File: src/rtl/cpm_pkg.sv
package cpm_pkg;
  localparam int NSRC = 3;

  typedef enum logic [1:0] {
    SRC_DATA = 2'd0,
    SRC_CTRL = 2'd1,
    SRC_LOOP = 2'd2,
    SRC_NONE = 2'd3
  } src_e;
endpackage

File: src/rtl/cpm_pick.sv
module cpm_pick
  import cpm_pkg::*;
(
  input  logic [NSRC-1:0] avail,
  input  logic            ctrl_first,
  output logic            any,
  output src_e            win
);
  src_e first_s, second_s;

  always_comb begin
    first_s  = ctrl_first ? SRC_CTRL : SRC_DATA;
    second_s = ctrl_first ? SRC_DATA : SRC_CTRL;
    any      = |avail;
    if (avail[int'(first_s)])       win = first_s;
    else if (avail[int'(second_s)]) win = second_s;
    else if (avail[int'(SRC_LOOP)]) win = SRC_LOOP;
    else                            win = SRC_NONE;
  end
endmodule

File: src/rtl/cpm_beat_ctr.sv
module cpm_beat_ctr #(
  parameter int WORDS = 14
) (
  input  logic clk,
  input  logic rst_n,
  input  logic beat,
  input  logic eop,
  output logic at_last
);
  localparam int IW = (WORDS > 1) ? $clog2(WORDS) : 1;
  localparam logic [IW-1:0] LAST = IW'(WORDS - 1);

  logic [IW-1:0] idx;

  assign at_last = (idx == LAST);

  always_ff @(posedge clk or negedge rst_n) begin
    if (!rst_n)       idx <= '0;
    else if (beat) begin
      if (at_last)    idx <= '0;
      else            idx <= idx + 1'b1;
    end
  end


  eop_pos_chk: assert property (@(posedge clk) disable iff (!rst_n)
    beat |-> (eop == (idx == LAST)));
endmodule

File: src/rtl/cpm_route.sv
module cpm_route
  import cpm_pkg::*;
#(
  parameter int W = 32
) (
  input  logic                     clk,
  input  logic                     rst_n,
  input  logic                     active,
  input  src_e                     sel,
  input  logic [NSRC-1:0]          in_valid,
  input  logic [NSRC-1:0][W-1:0]   in_data,
  input  logic [NSRC-1:0]          in_sop,
  input  logic [NSRC-1:0]          in_eop,
  output logic [NSRC-1:0]          in_ready,
  input  logic                     out_ready,
  output logic                     out_valid,
  output logic [W-1:0]             out_data,
  output logic                     out_sop,
  output logic                     out_eop
);
  for (genvar k = 0; k < NSRC; k++) begin : g_rdy
    assign in_ready[k] = active && (sel == src_e'(k)) && out_ready;
  end

  always_comb begin
    out_valid = 1'b0;
    out_data  = '0;
    out_sop   = 1'b0;
    out_eop   = 1'b0;
    if (active && sel != SRC_NONE) begin
      out_valid = in_valid[int'(sel)];
      out_data  = in_data[int'(sel)];
      out_sop   = in_sop[int'(sel)];
      out_eop   = in_eop[int'(sel)];
    end
  end


  stall_hold_chk: assert property (@(posedge clk) disable iff (!rst_n)
    !out_ready |-> (in_ready == '0));

  ready_single_chk: assert property (@(posedge clk) disable iff (!rst_n)
    $onehot0(in_ready));
endmodule

File: src/rtl/cell_prio_mux.sv
module cell_prio_mux
  import cpm_pkg::*;
#(
  parameter int W     = 32,
  parameter int WORDS = 14
) (
  input  logic                   clk,
  input  logic                   rst_n,
  input  logic                   cfg_ctrl_first,
  input  logic [NSRC-1:0]        in_avail,
  input  logic [NSRC-1:0]        in_valid,
  output logic [NSRC-1:0]        in_ready,
  input  logic [NSRC-1:0][W-1:0] in_data,
  input  logic [NSRC-1:0]        in_sop,
  input  logic [NSRC-1:0]        in_eop,
  output logic                   out_valid,
  input  logic                   out_ready,
  output logic [W-1:0]           out_data,
  output logic                   out_sop,
  output logic                   out_eop,
  output logic [1:0]             out_src
);
  logic active, prio_q, any, beat, at_last, cell_end;
  src_e sel, win;

  cpm_pick u_pick (
    .avail      (in_avail),
    .ctrl_first (prio_q),
    .any        (any),
    .win        (win)
  );

  cpm_route #(.W(W)) u_route (
    .clk       (clk),
    .rst_n     (rst_n),
    .active    (active),
    .sel       (sel),
    .in_valid  (in_valid),
    .in_data   (in_data),
    .in_sop    (in_sop),
    .in_eop    (in_eop),
    .in_ready  (in_ready),
    .out_ready (out_ready),
    .out_valid (out_valid),
    .out_data  (out_data),
    .out_sop   (out_sop),
    .out_eop   (out_eop)
  );

  assign beat = out_valid && out_ready;

  cpm_beat_ctr #(.WORDS(WORDS)) u_ctr (
    .clk     (clk),
    .rst_n   (rst_n),
    .beat    (beat),
    .eop     (out_eop),
    .at_last (at_last)
  );

  assign cell_end = beat && at_last;
  assign out_src  = sel;

  always_ff @(posedge clk or negedge rst_n) begin
    if (!rst_n) begin
      active <= 1'b0;
      sel    <= SRC_NONE;
      prio_q <= 1'b0;
    end else begin
      if (!active || cell_end) prio_q <= cfg_ctrl_first;
      if (!active) begin
        active <= any;
        sel    <= win;
      end else if (cell_end) begin
        active <= 1'b0;
        sel    <= SRC_NONE;
      end
    end
  end


  idle_src_chk: assert property (@(posedge clk) disable iff (!rst_n)
    !active |-> (out_src == SRC_NONE && !out_valid));

  sel_hold_chk: assert property (@(posedge clk) disable iff (!rst_n)
    (active && !cell_end) |=> (active && $stable(out_src)));

  prio_hold_chk: assert property (@(posedge clk) disable iff (!rst_n)
    (active && !cell_end) |=> $stable(prio_q));

  data_first_chk: assert property (@(posedge clk) disable iff (!rst_n)
    ($rose(active) && !$past(prio_q) && $past(in_avail[0])) |-> out_src == SRC_DATA);

  ctrl_first_chk: assert property (@(posedge clk) disable iff (!rst_n)
    ($rose(active) && $past(prio_q) && $past(in_avail[1])) |-> out_src == SRC_CTRL);

  loop_last_chk: assert property (@(posedge clk) disable iff (!rst_n)
    ($rose(active) && out_src == SRC_LOOP) |-> !$past(in_avail[0]) && !$past(in_avail[1]));
endmodule

File: config.mk
export PLATFORM = sky130hd
export DESIGN_NAME = cell_prio_mux
export DESIGN_NICKNAME = d
export VERILOG_FILES = /design/src/rtl/cpm_pkg.sv /design/src/rtl/cpm_pick.sv /design/src/rtl/cpm_beat_ctr.sv /design/src/rtl/cpm_route.sv /design/src/rtl/cell_prio_mux.sv
export SDC_FILE = /design/constraint.sdc
export NUM_CORES = 1
export LEC_CHECK = 0
export BUFFER_PORTS_ARGS = -buffer_cell sky130_fd_sc_hd__buf_2
export CAP_MARGIN = 10
export CORE_MARGIN = 5
export CORE_UTILIZATION = 36
export DETAILED_ROUTE_END_ITERATION = 10
export GPL_TIMING_DRIVEN = 0
export PLACE_DENSITY = 0.85
export REMOVE_ABC_BUFFERS = 1
export SETUP_SLACK_MARGIN = 0.05
export SYNTH_ARGS = -nofsm -noshare
export SYNTH_HDL_FRONTEND = slang
export SYNTH_SLANG_ARGS = --single-unit
File: constraint.sdc
create_clock -name clk -period 1.9 [get_ports clk]
set_input_delay 0.095 -clock clk [delete_from_list [all_inputs] [get_ports clk]]
set_output_delay 0.095 -clock clk [all_outputs]
set_load 0.03 [all_outputs]
## Word level (Yosys, flattened, before mapping)

Cells that the tools add are included.

- Input bits: 112
- Flip-flop bits (word level): 8
- Output and inout bits: 40
- Logic and storage cells: 52

- Multiplexer cells: 26
- Reduce and logical (&&, ||, !) cells: 13
- Add/sub/neg operators: 1
- Magnitude comparators: 3
- Eq/ne operators: 5

Operator list:

| kind | count |
|---|---|
| $bmux 32 s2 | 1 |
| $mux 32 | 2 |
| $mux 1 | 13 |
| $bmux 1 s2 | 5 |
| $logic_and 1x1->1 | 9 |
| $lt 2x3->1 const B | 3 |
| $mux 2 | 4 |
| $add 4x1->4 const B | 1 |
| $eq 4x4->1 const B | 1 |
| $mux 4 | 1 |
| $reduce_or 3->1 | 1 |
| $eq 2x1->1 const B | 1 |
| $eq 2x2->1 const B | 1 |
| $logic_not 2->1 | 1 |
| $ne 2x1->1 const B | 1 |
| $ne 2x2->1 const B | 1 |
| $logic_not 1->1 | 1 |
| $logic_or 1x1->1 | 1 |

## Logic depth before layout (Yosys ltp)

Gate-level depths: netlist of run 1.

- Depth in word-level cells: 7
- Gate-level depth with buffers: 7
- Mapped depth without buffers: 4

## Cells and area by module

From an unflattened synthesis of run 1, not the netlist that was laid out.

- Cells, all modules: 202
- Area total of the unflattened synthesis: 1595.3 µm²

By module, submodules not included:

| module | times used | cells each | seq. area each (µm²) | area each (µm²) |
|---|---|---|---|---|
| cpm_route | 1 | 163 | 0.0 | 1179.9 |
| cell_prio_mux | 1 | 19 | 102.6 | 196.4 |
| cpm_beat_ctr | 1 | 15 | 100.1 | 192.7 |
| cpm_pick | 1 | 5 | 0.0 | 26.3 |

## Worst setup path after synthesis of run 1

OpenSTA, ideal clock, no wires.

- Path kind: flip-flop to output port
- From: reg sel[0] (netlist: out_src[0])
- To: out in_ready[1]
- Data required time: 1805 ps
- Data arrival time: 1831 ps
- Path buffers: 2
- Slack: -26 ps
- Cell stages (with the launch flop): 4
- Cells stage by stage: dfstp_2 > buf_6 > clkbuf_1 > nor3b_1

- Longest elaborated chain between the ends: 3

RTL lines:

| item | line | text |
|---|---|---|
| start, declared | cell_prio_mux.sv:24 | `src_e sel, win;` |
| start signal, assigned | cell_prio_mux.sv:72 | `sel <= win;` |
| $eq 2x1->1 | cpm_route.sv:22 | `assign in_ready[k] = active && (sel == src_e'(k)) && out_ready;` |
| $logic_and 1x1->1 (2 in series) | cpm_route.sv:22 |  |
| end, declared | cell_prio_mux.sv:12 | `output logic [NSRC-1:0] in_ready,` |

Every way passes these cells.

## Final worst setup path of run 1

- From: reg sel[1] (netlist: out_src[1])
- To: out out_data[30]

- Longest elaborated chain between the ends: 3
- Elaborated cells on any way between the ends: 5
- Classes of those cells: eq/ne: 1; mux: 3; reduce/logical: 1

RTL lines:

| item | line | text |
|---|---|---|
| $bmux 32 s2 or $ne 2x2->1 (tied branches) | cpm_route.sv:32, cpm_route.sv:30 |  |
| $mux 32 (not written as such) or $logic_and 1x1->1 (tied branches) | cpm_route.sv:32, cpm_route.sv:30 |  |
| $mux 32 * | cpm_route.sv:30 | `if (active && sel != SRC_NONE) begin` |
| end, declared | cell_prio_mux.sv:18 | `output logic [W-1:0] out_data,` |

Every way passes the cells marked *; elsewhere a longest branch is shown, timed or not. The select of a mux whose other input is x is not followed.

==> impl_results.md, run 1 <==
- Status: complete, no violations
- Critical Path Sink: out_data[30]
- Post-synth top area share: 0.235
- # setup viols final: 0
- HP Start: cfg_ctrl_first
- Num CTS Buffers: 3
- Post-layout min period: 1.88 ns
- Fin Clk Skew: 0.00869 ns
- Worst EP required: 1.80 ns
- Max H-tree Level: 1
- Top achievable clock speed: 533 MHz
- Die Area: 5390 sq um
- DRC viols: 0
- 1st-pass router iterations: 4
- Multi-input logic area: 1160 sq um
- Leading area contributor after synthesis: mux2i_1
- CP max FO: 5
- Fin. Hold Viols: 0
- Setup slack, reg-to-reg: 0.06 ns
- Sequential fraction of the synthesis area: 0.140
- Kind of critical path: register to output port
- Worst path slowest cell: dfstp_4
- RePlAce Congestion: 0.793
- Xor/xnor cell area share of the yosys netlist: 0.00606
- Slew margin rel.: 0.799
- Largest net degree at the start of global routing: 44
- CTS tree: yes
- Max cap viols: 0
- Number of global-route vias before repair: 1,941
- Critical Path AT: 1.78 ns
- Die span in x: 73.4 microns
- Worst-margin pin slew: 0.302 ns
- Fin nets: 468
- Tot Pwr: 4690 uW
- Reg2reg end: prio_q$_DFFE_PN0P_
- Clock transition at the registers of the reported paths: 0.05 ns
- Sequential Area: 214 sq um
- Core ar.: 3940 sq um
- Largest family of logic cells by synthesized area: simple AND/OR/NAND/NOR gates
- Post-layout util: 0.668
- Worst setup EP type: output port
- Avg Cell Area, Syn: 7.30 sq um
- Area Growth Syn to Fin: 82.1%
- RSZ-0062 raised after global routing: true
- Crit path from: out_src[1]$_DFFE_PN1P_
- Mux cell area share after synthesis: 0.282
- GRT Total Usage: 0.212
- Detail Placement HPWL: 4280 microns
- Port buffer count: 151
- First-pass GRT wire length: 9030 microns
- Type of the worst min-delay path: input pin to register
- Static Leak: 0.00136 uW
- Ant diodes: 0
- Top Ports: 152
- Synth unique cells: 31
- Fin Hold WS: 0.0980 ns
- Reg2Reg Depth: 5
- Drt initial violations: 80
- Standard-cell rows: 23
- CTS root buf: clkbuf_8
- Total grt overflow: 0
- Syn. warnings: 0
- Yosys reg bits: 8
- Wire per inst: 16.7 microns
- PD cells: 1780 nW/um^2
- Post-Synthesis Cells: 198
- Die height: 73.4 microns
- Max clock buf depth: 2
- Maximum VDD drop: 999 uV
- Pre-CTS WS: -0.693 ns
- Post-Syn Area: 1450 sq um
- Final worst slack: 0.0225 ns
- Initial antenna violation count: 0
- Layout fillers: 336
- Post-Route WL: 6780 microns
- Clk sinks: 8
- Critical path cell sequence: buf_6 > clkbuf_16 > mux2i_1 > o21ai_1 > and2_1 > buf_2
- Final period utilization: 0.988
- Final Slew Violations: 0
- Routed Antenna Nets: 0
- FF-to-FF Start: out_src[1]$_DFFE_PN1P_
- Simple-gate share of the synthesized area: 0.320
- Via count: 2,069
- Compound-Gate Fraction of Synth Area: 0.179
- Startpoint Class: register
- Share of cells above drive strength 1: 0.532
- Vias per inst: 5.11
- CP peak stage delay: 0.65 ns
- Initial cell density of the core: 0.367
- Clk_lat worst skew: 0.24 ns
- Top cells by area, synth: mux2i_1 24%, and2_1 15%, o21ai_1 13%, dfrtp_1 10%, nand2_1 9.1%
- Synth Area in Adders: 0
[layout by cell type, fill, tap and decap left out, types with 2 or more instances in the layout]
cell type | synthesis | layout
a21oi_1 | 4 | 4
and2_1 | 35 | 34
buf_12 | 0 | 4
buf_2 | 9 | 131
buf_4 | 4 | 11
buf_6 | 1 | 16
buf_8 | 0 | 2
clkbuf_16 | 0 | 3
clkbuf_8 | 0 | 3
dfrtp_1 | 6 | 5
dfstp_4 | 0 | 2
mux2_4 | 3 | 3
mux2i_1 | 34 | 32
mux2i_2 | 0 | 2
nand2_1 | 35 | 35
nor2_1 | 5 | 5
nor3b_1 | 2 | 2
o21ai_1 | 37 | 37
[synth_stat cells, drive strengths merged]
cell type and count:
o22ai 2, clkbuf 3, buf 14, dfstp 2
a21oi 4, nor2 5, nand2b 1, a21boi 1
nand3 1, o211ai 1, o2bb2ai 1, nand3b 2
nor4 1, o21ai 37, dfrtp 6, nand2 36
nor2b 2, mux2i 35, xor2 1, nor3b 2
inv 2, and4b 1, mux2 3, and2 35
[flip-flops by register name, summed over array words and instances (netlist names)]
name and flops:
prio_q 1, active 1, out_src 2, u_ctr.idx 4
[stage by stage]
step                area [sq um]  instances  setup TNS (ns)
finish                      2630        405               0
global route                2630        405         -0.0418
CTS                         2380        397               0
detailed placement          2200        383          -24.29
global placement            2170        382          -60.60
floorplan                   1350        181          -31.31
[worst max-delay path: cells and delay by family (launching register included)]
family          cells  cell delay, ns
buf+inv             3            0.48
flops               1            0.65
mux                 1            0.19
compound gates      1            0.07
simple gates        1            0.15
[power breakdown]
| part | switching, uW | internal (uW) | leakage, uW | total, uW |
|---|---|---|---|---|
| clock network | 77.2 | 146 | 0.0000228 | 224 |
| logic | 2210 | 1860 | 0.00125 | 4070 |
| registers | 119 | 277 | 0.0000914 | 395 |
| total | 2400 | 2280 | 0.00136 | 4690 |
[logic make-up after synthesis]
| family | Yosys count |
|---|---|
| compound gates | 46 |
| xor+xnor | 1 |
| buf+inv | 19 |
| mux | 38 |
| flops | 8 |
| simple gates | 86 |
[repair_timing]
action / 4_1_cts / 5_1_grt
gates cloned: 0 / 3
gates resized for setup: 5 / 59
hold endpoints to repair: 8 / 0
hold buffers: 1 / 0
buffers inserted: 9 / 5
setup endpoints to repair: 47 / 34
pin swaps: 0 / 3
[worst min-delay path by stage]
stage / endpoint / slack [ns] / depth (start not counted)
finish: prio_q$_DFFE_PN0P_ / 0.1 / 2
global route: prio_q$_DFFE_PN0P_ / 0.09 / 2
CTS: prio_q$_DFFE_PN0P_ / 0.09 / 2
detailed placement: u_ctr.idx[3]$_DFFE_PN0N_ / -0.06 / 1
global placement: prio_q$_DFFE_PN0P_ / -0.06 / 1
floorplan: active$_DFF_PN0_ / -0.20 / 0
[layout make-up]
| cell class | count | share of cell area |
|---|---|---|
| tap | 50 | 0.0238 |
| multi-input combinational | 171 | 0.439 |
| clock buffer | 4 | 0.0171 |
| inverter | 2 | 0.00285 |
| timing repair buffer | 170 | 0.436 |
| sequential | 8 | 0.0812 |
[per-layer routing]
metal	GRT usage	wire length (microns)	vias to the layer above	part of all wire
met1	0.220	2420	960	0.36
met3	0.0520	658	13	0.097
met4	0.0543	118	0	0.017
li1	-	-	990	-
met2	0.417	3590	106	0.53
met5	0	0	-	0
Note: power is estimated with default switching activity, not from simulation.
==> inputs of run 2 (changes only) <==
PLACE_DENSITY = 0.79   (was 0.85)
REMOVE_ABC_BUFFERS = default   (was 1)
==> impl_results.md, run 2 (synthesis results as in run 1) <==
- Wire per inst: 14.4 microns (-14%)
- Post-Route WL: 5960 microns (-12%)
- Clk_lat worst skew: 0.23 ns (about the same)
- Sw frac: 0.491 (-0.0223)
- Dominant delay contributor by cell family on the critical path: flip-flops
- Routed Antenna Nets: 0 (unchanged)
- Cells after DPL: 399 (+4.2%)
- Slew margin rel.: 0.748 (-0.0511)
- Final Slew Violations: 0 (unchanged)
- Number of global-route vias before repair: 1,878 (-3.2%)
- WP buf/inv: 4 (+1)
- CTS root buf: clkbuf_8
- Clock power frac: 0.044 (-0.004)
- Ant diodes: 0 (unchanged)
- CTS tree: yes
- GRT Total Usage: 0.189 (-0.0228)
- Critical path cell sequence: buf_6 > buf_12 > clkbuf_16 > mux2i_1 > o21ai_1 > and2_1 > buf_6
- Die Area: 5390 sq um (unchanged)
- Detail Placement HPWL: 4610 microns (+7.5%)
- Standard-cell rows: 23 (unchanged)
- Share of cells above drive strength 1: 0.542 (+0.0101)
- # setup viols final: 0 (unchanged)
- Type of the worst min-delay path: input pin to register
- Area Growth Syn to Fin: 86.7%
- Max H-tree Level: 1 (unchanged)
- Worst-margin pin slew: 0.379 ns (+0.0766 ns)
- Max cap viols: 0 (unchanged)
- Layout fillers: 323 (-3.9%)
- Status: complete, no violations
- Combinational Power Share: 0.883 (+0.015)
- RePlAce Congestion: 0.776 (-2.1%)
- Post-layout min period: 1.83 ns (-0.0429 ns)
- CP peak stage delay: 0.53 ns (-0.12 ns)
- Final period utilization: 0.966 (-0.0226)
- Syn_nets: 310
- Die span in x: 73.4 microns (unchanged)
- Drt initial violations: 54 (-33%)
- Worst EP required: 1.80 ns (about the same)
- Largest net degree at the start of global routing: 11 (-75%)
- Die height: 73.4 microns (unchanged)
- Biggest register: u_ctr.idx
- Commonest non-fill, non-tap cell in the layout: buf_2
- Startpoint Class: register
- Most frequent CP cell: buf_6
- RSZ-0062 raised after global routing: true
- Fin. Hold Viols: 0 (unchanged)
- Fin nets: 479 (+2.4%)
- Num CTS Buffers: 3 (unchanged)
- PD cells: 1750 nW/um^2 (-1.8%)
- Vias per inst: 4.91 (-4.0%)
- Fin Clk Skew: 0.00149 ns (-0.00720 ns)
- Critical Path AT: 1.74 ns (-0.04 ns)
- Clock transition at the registers of the reported paths: 0.04 ns (about the same)
- Max clock buf depth: 2 (unchanged)
- Top Ports: 152 (unchanged)
- Post-Layout Cell Count: 415 (+2.5%)
- P_int: 2400 uW (+5.3%)
- Worst path slowest cell: dfstp_2
- 1st-pass router iterations: 4 (unchanged)
- Maximum VDD drop: 866 uV (-13%)
- Port buffer count: 151 (unchanged)
- Max reg flops: 4 (unchanged)
- Switch Pwr: 2320 uW (-3.7%)
- Via count: 2,036 (-1.6%)
- DRC viols: 0 (unchanged)
- Clk sinks: 8 (unchanged)
- First-pass GRT wire length: 8420 microns (-6.7%)
- Static Leak: 0.00140 uW (+2.8%)
- Top achievable clock speed: 545 MHz (+2.3%)
- CP max FO: 5 (unchanged)
- Total grt overflow: 0 (unchanged)
- Commonest cells after routing, fill and taps aside: 122 x buf_2, 37 x o21ai_1, 35 x nand2_1, 33 x and2_1, 32 x mux2i_1
- Initial antenna violation count: 0 (unchanged)
- Worst setup EP type: output port
- Post-layout util: 0.685 (+0.0168)
- Initial cell density of the core: 0.367 (unchanged)
- Reg power frac: 0.073 (-0.011)
- Kind of critical path: register to output port
- Core ar.: 3940 sq um (unchanged)
-- run 2: cell count changes in the layout (fill, tap and decap cells not counted), moves of 2 or more --
cell and delta:
buf_6 +15, buf_2 -9, buf_4 +8, buf_8 -2, clkbuf_16 -2, dfstp_2 +2
dfstp_4 -2
-- run 2: power groups by stage --
| stage | Sequential, uW | Clock, uW | Combinational [uW] |
|---|---|---|---|
| 2_1_floorplan | 374 | 0 | 2380 |
| 3_3_place_gp | 348 | 0 | 3190 |
| 3_5_place_dp | 352 | 0 | 3230 |
| 4_1_cts | 352 | 207 | 3680 |
| 5_1_grt | 358 | 220 | 4410 |
| 6_report | 344 | 205 | 4170 |
-- run 2: routing by layer --
metal | vias up | wire length, microns | GRT usage
li1 | 1013 | - | -
met1 | 930 | 2120 | 0.214
met2 | 83 | 3210 | 0.364
met3 | 10 | 548 | 0.0315
met4 | 0 | 76 | 0.0443
met5 | - | 0 | 0
-- run 2: final timing paths --
kind	depth (start not counted)	endpoint	slack, ns	from
worst max register to register	6	prio_q$_DFFE_PN0P_	0.11	out_src[1]$_DFFE_PN1P_
min in group asynchronous	2	u_ctr.idx[2]$_DFFE_PN0N_	0.24	rst_n
worst max-delay path	7	out_data[20]	0.07	out_src[1]$_DFFE_PN1P_
worst min register to register	1	prio_q$_DFFE_PN0P_	0.51	prio_q$_DFFE_PN0P_
worst min-delay path	2	prio_q$_DFFE_PN0P_	0.1	cfg_ctrl_first
max in group asynchronous	2	out_src[0]$_DFFE_PN1P_	1.42	rst_n
-- run 2: repair_timing --
item,CTS,global route
gates cloned,0,1
endpoints found under the setup margin,31,37
hold buffers,1,0
setup buffers,5,6
gates resized for setup,42,50
pin swaps,0,11
hold endpoints to repair,8,0
-- run 2: through the flow --
stage / TNS [ns] / setup WS [ns] / hold slack [ns] / instance area, sq um / power, uW
finish: 0 / 0.0654 / 0.0986 / 2700 / 4720
global route: -0.00547 / -0.00543 / 0.107 / 2700 / 4990
CTS: 0 / 0.0509 / 0.0974 / 2490 / 4240
detailed placement: 0 / 0.0490 / -0.0556 / 2270 / 3580
global placement: 0 / 0.0669 / -0.0553 / 2270 / 3540
floorplan: 0 / 0.131 / -0.201 / 1450 / 2760
-- run 2: worst reg2reg max path: cells and delay by family, from the launching register on --
family,cells,cell delay (ns)
DFF,1,0.53
AOI/OAI and AO/OA,2,0.33
buffers and inverters,2,0.24
muxes,2,0.57
-- run 2: area by class of cell --
class,count,area [sq um],share of cell area
inverters,2,7.51,0.00278
flip-flops and latches,8,203,0.0751
clock buffers,3,41.3,0.0153
well taps,50,62.6,0.0232
plain buffers,17,168,0.0621
repair buffers,164,1060,0.393
multi-input cells,171,1160,0.428
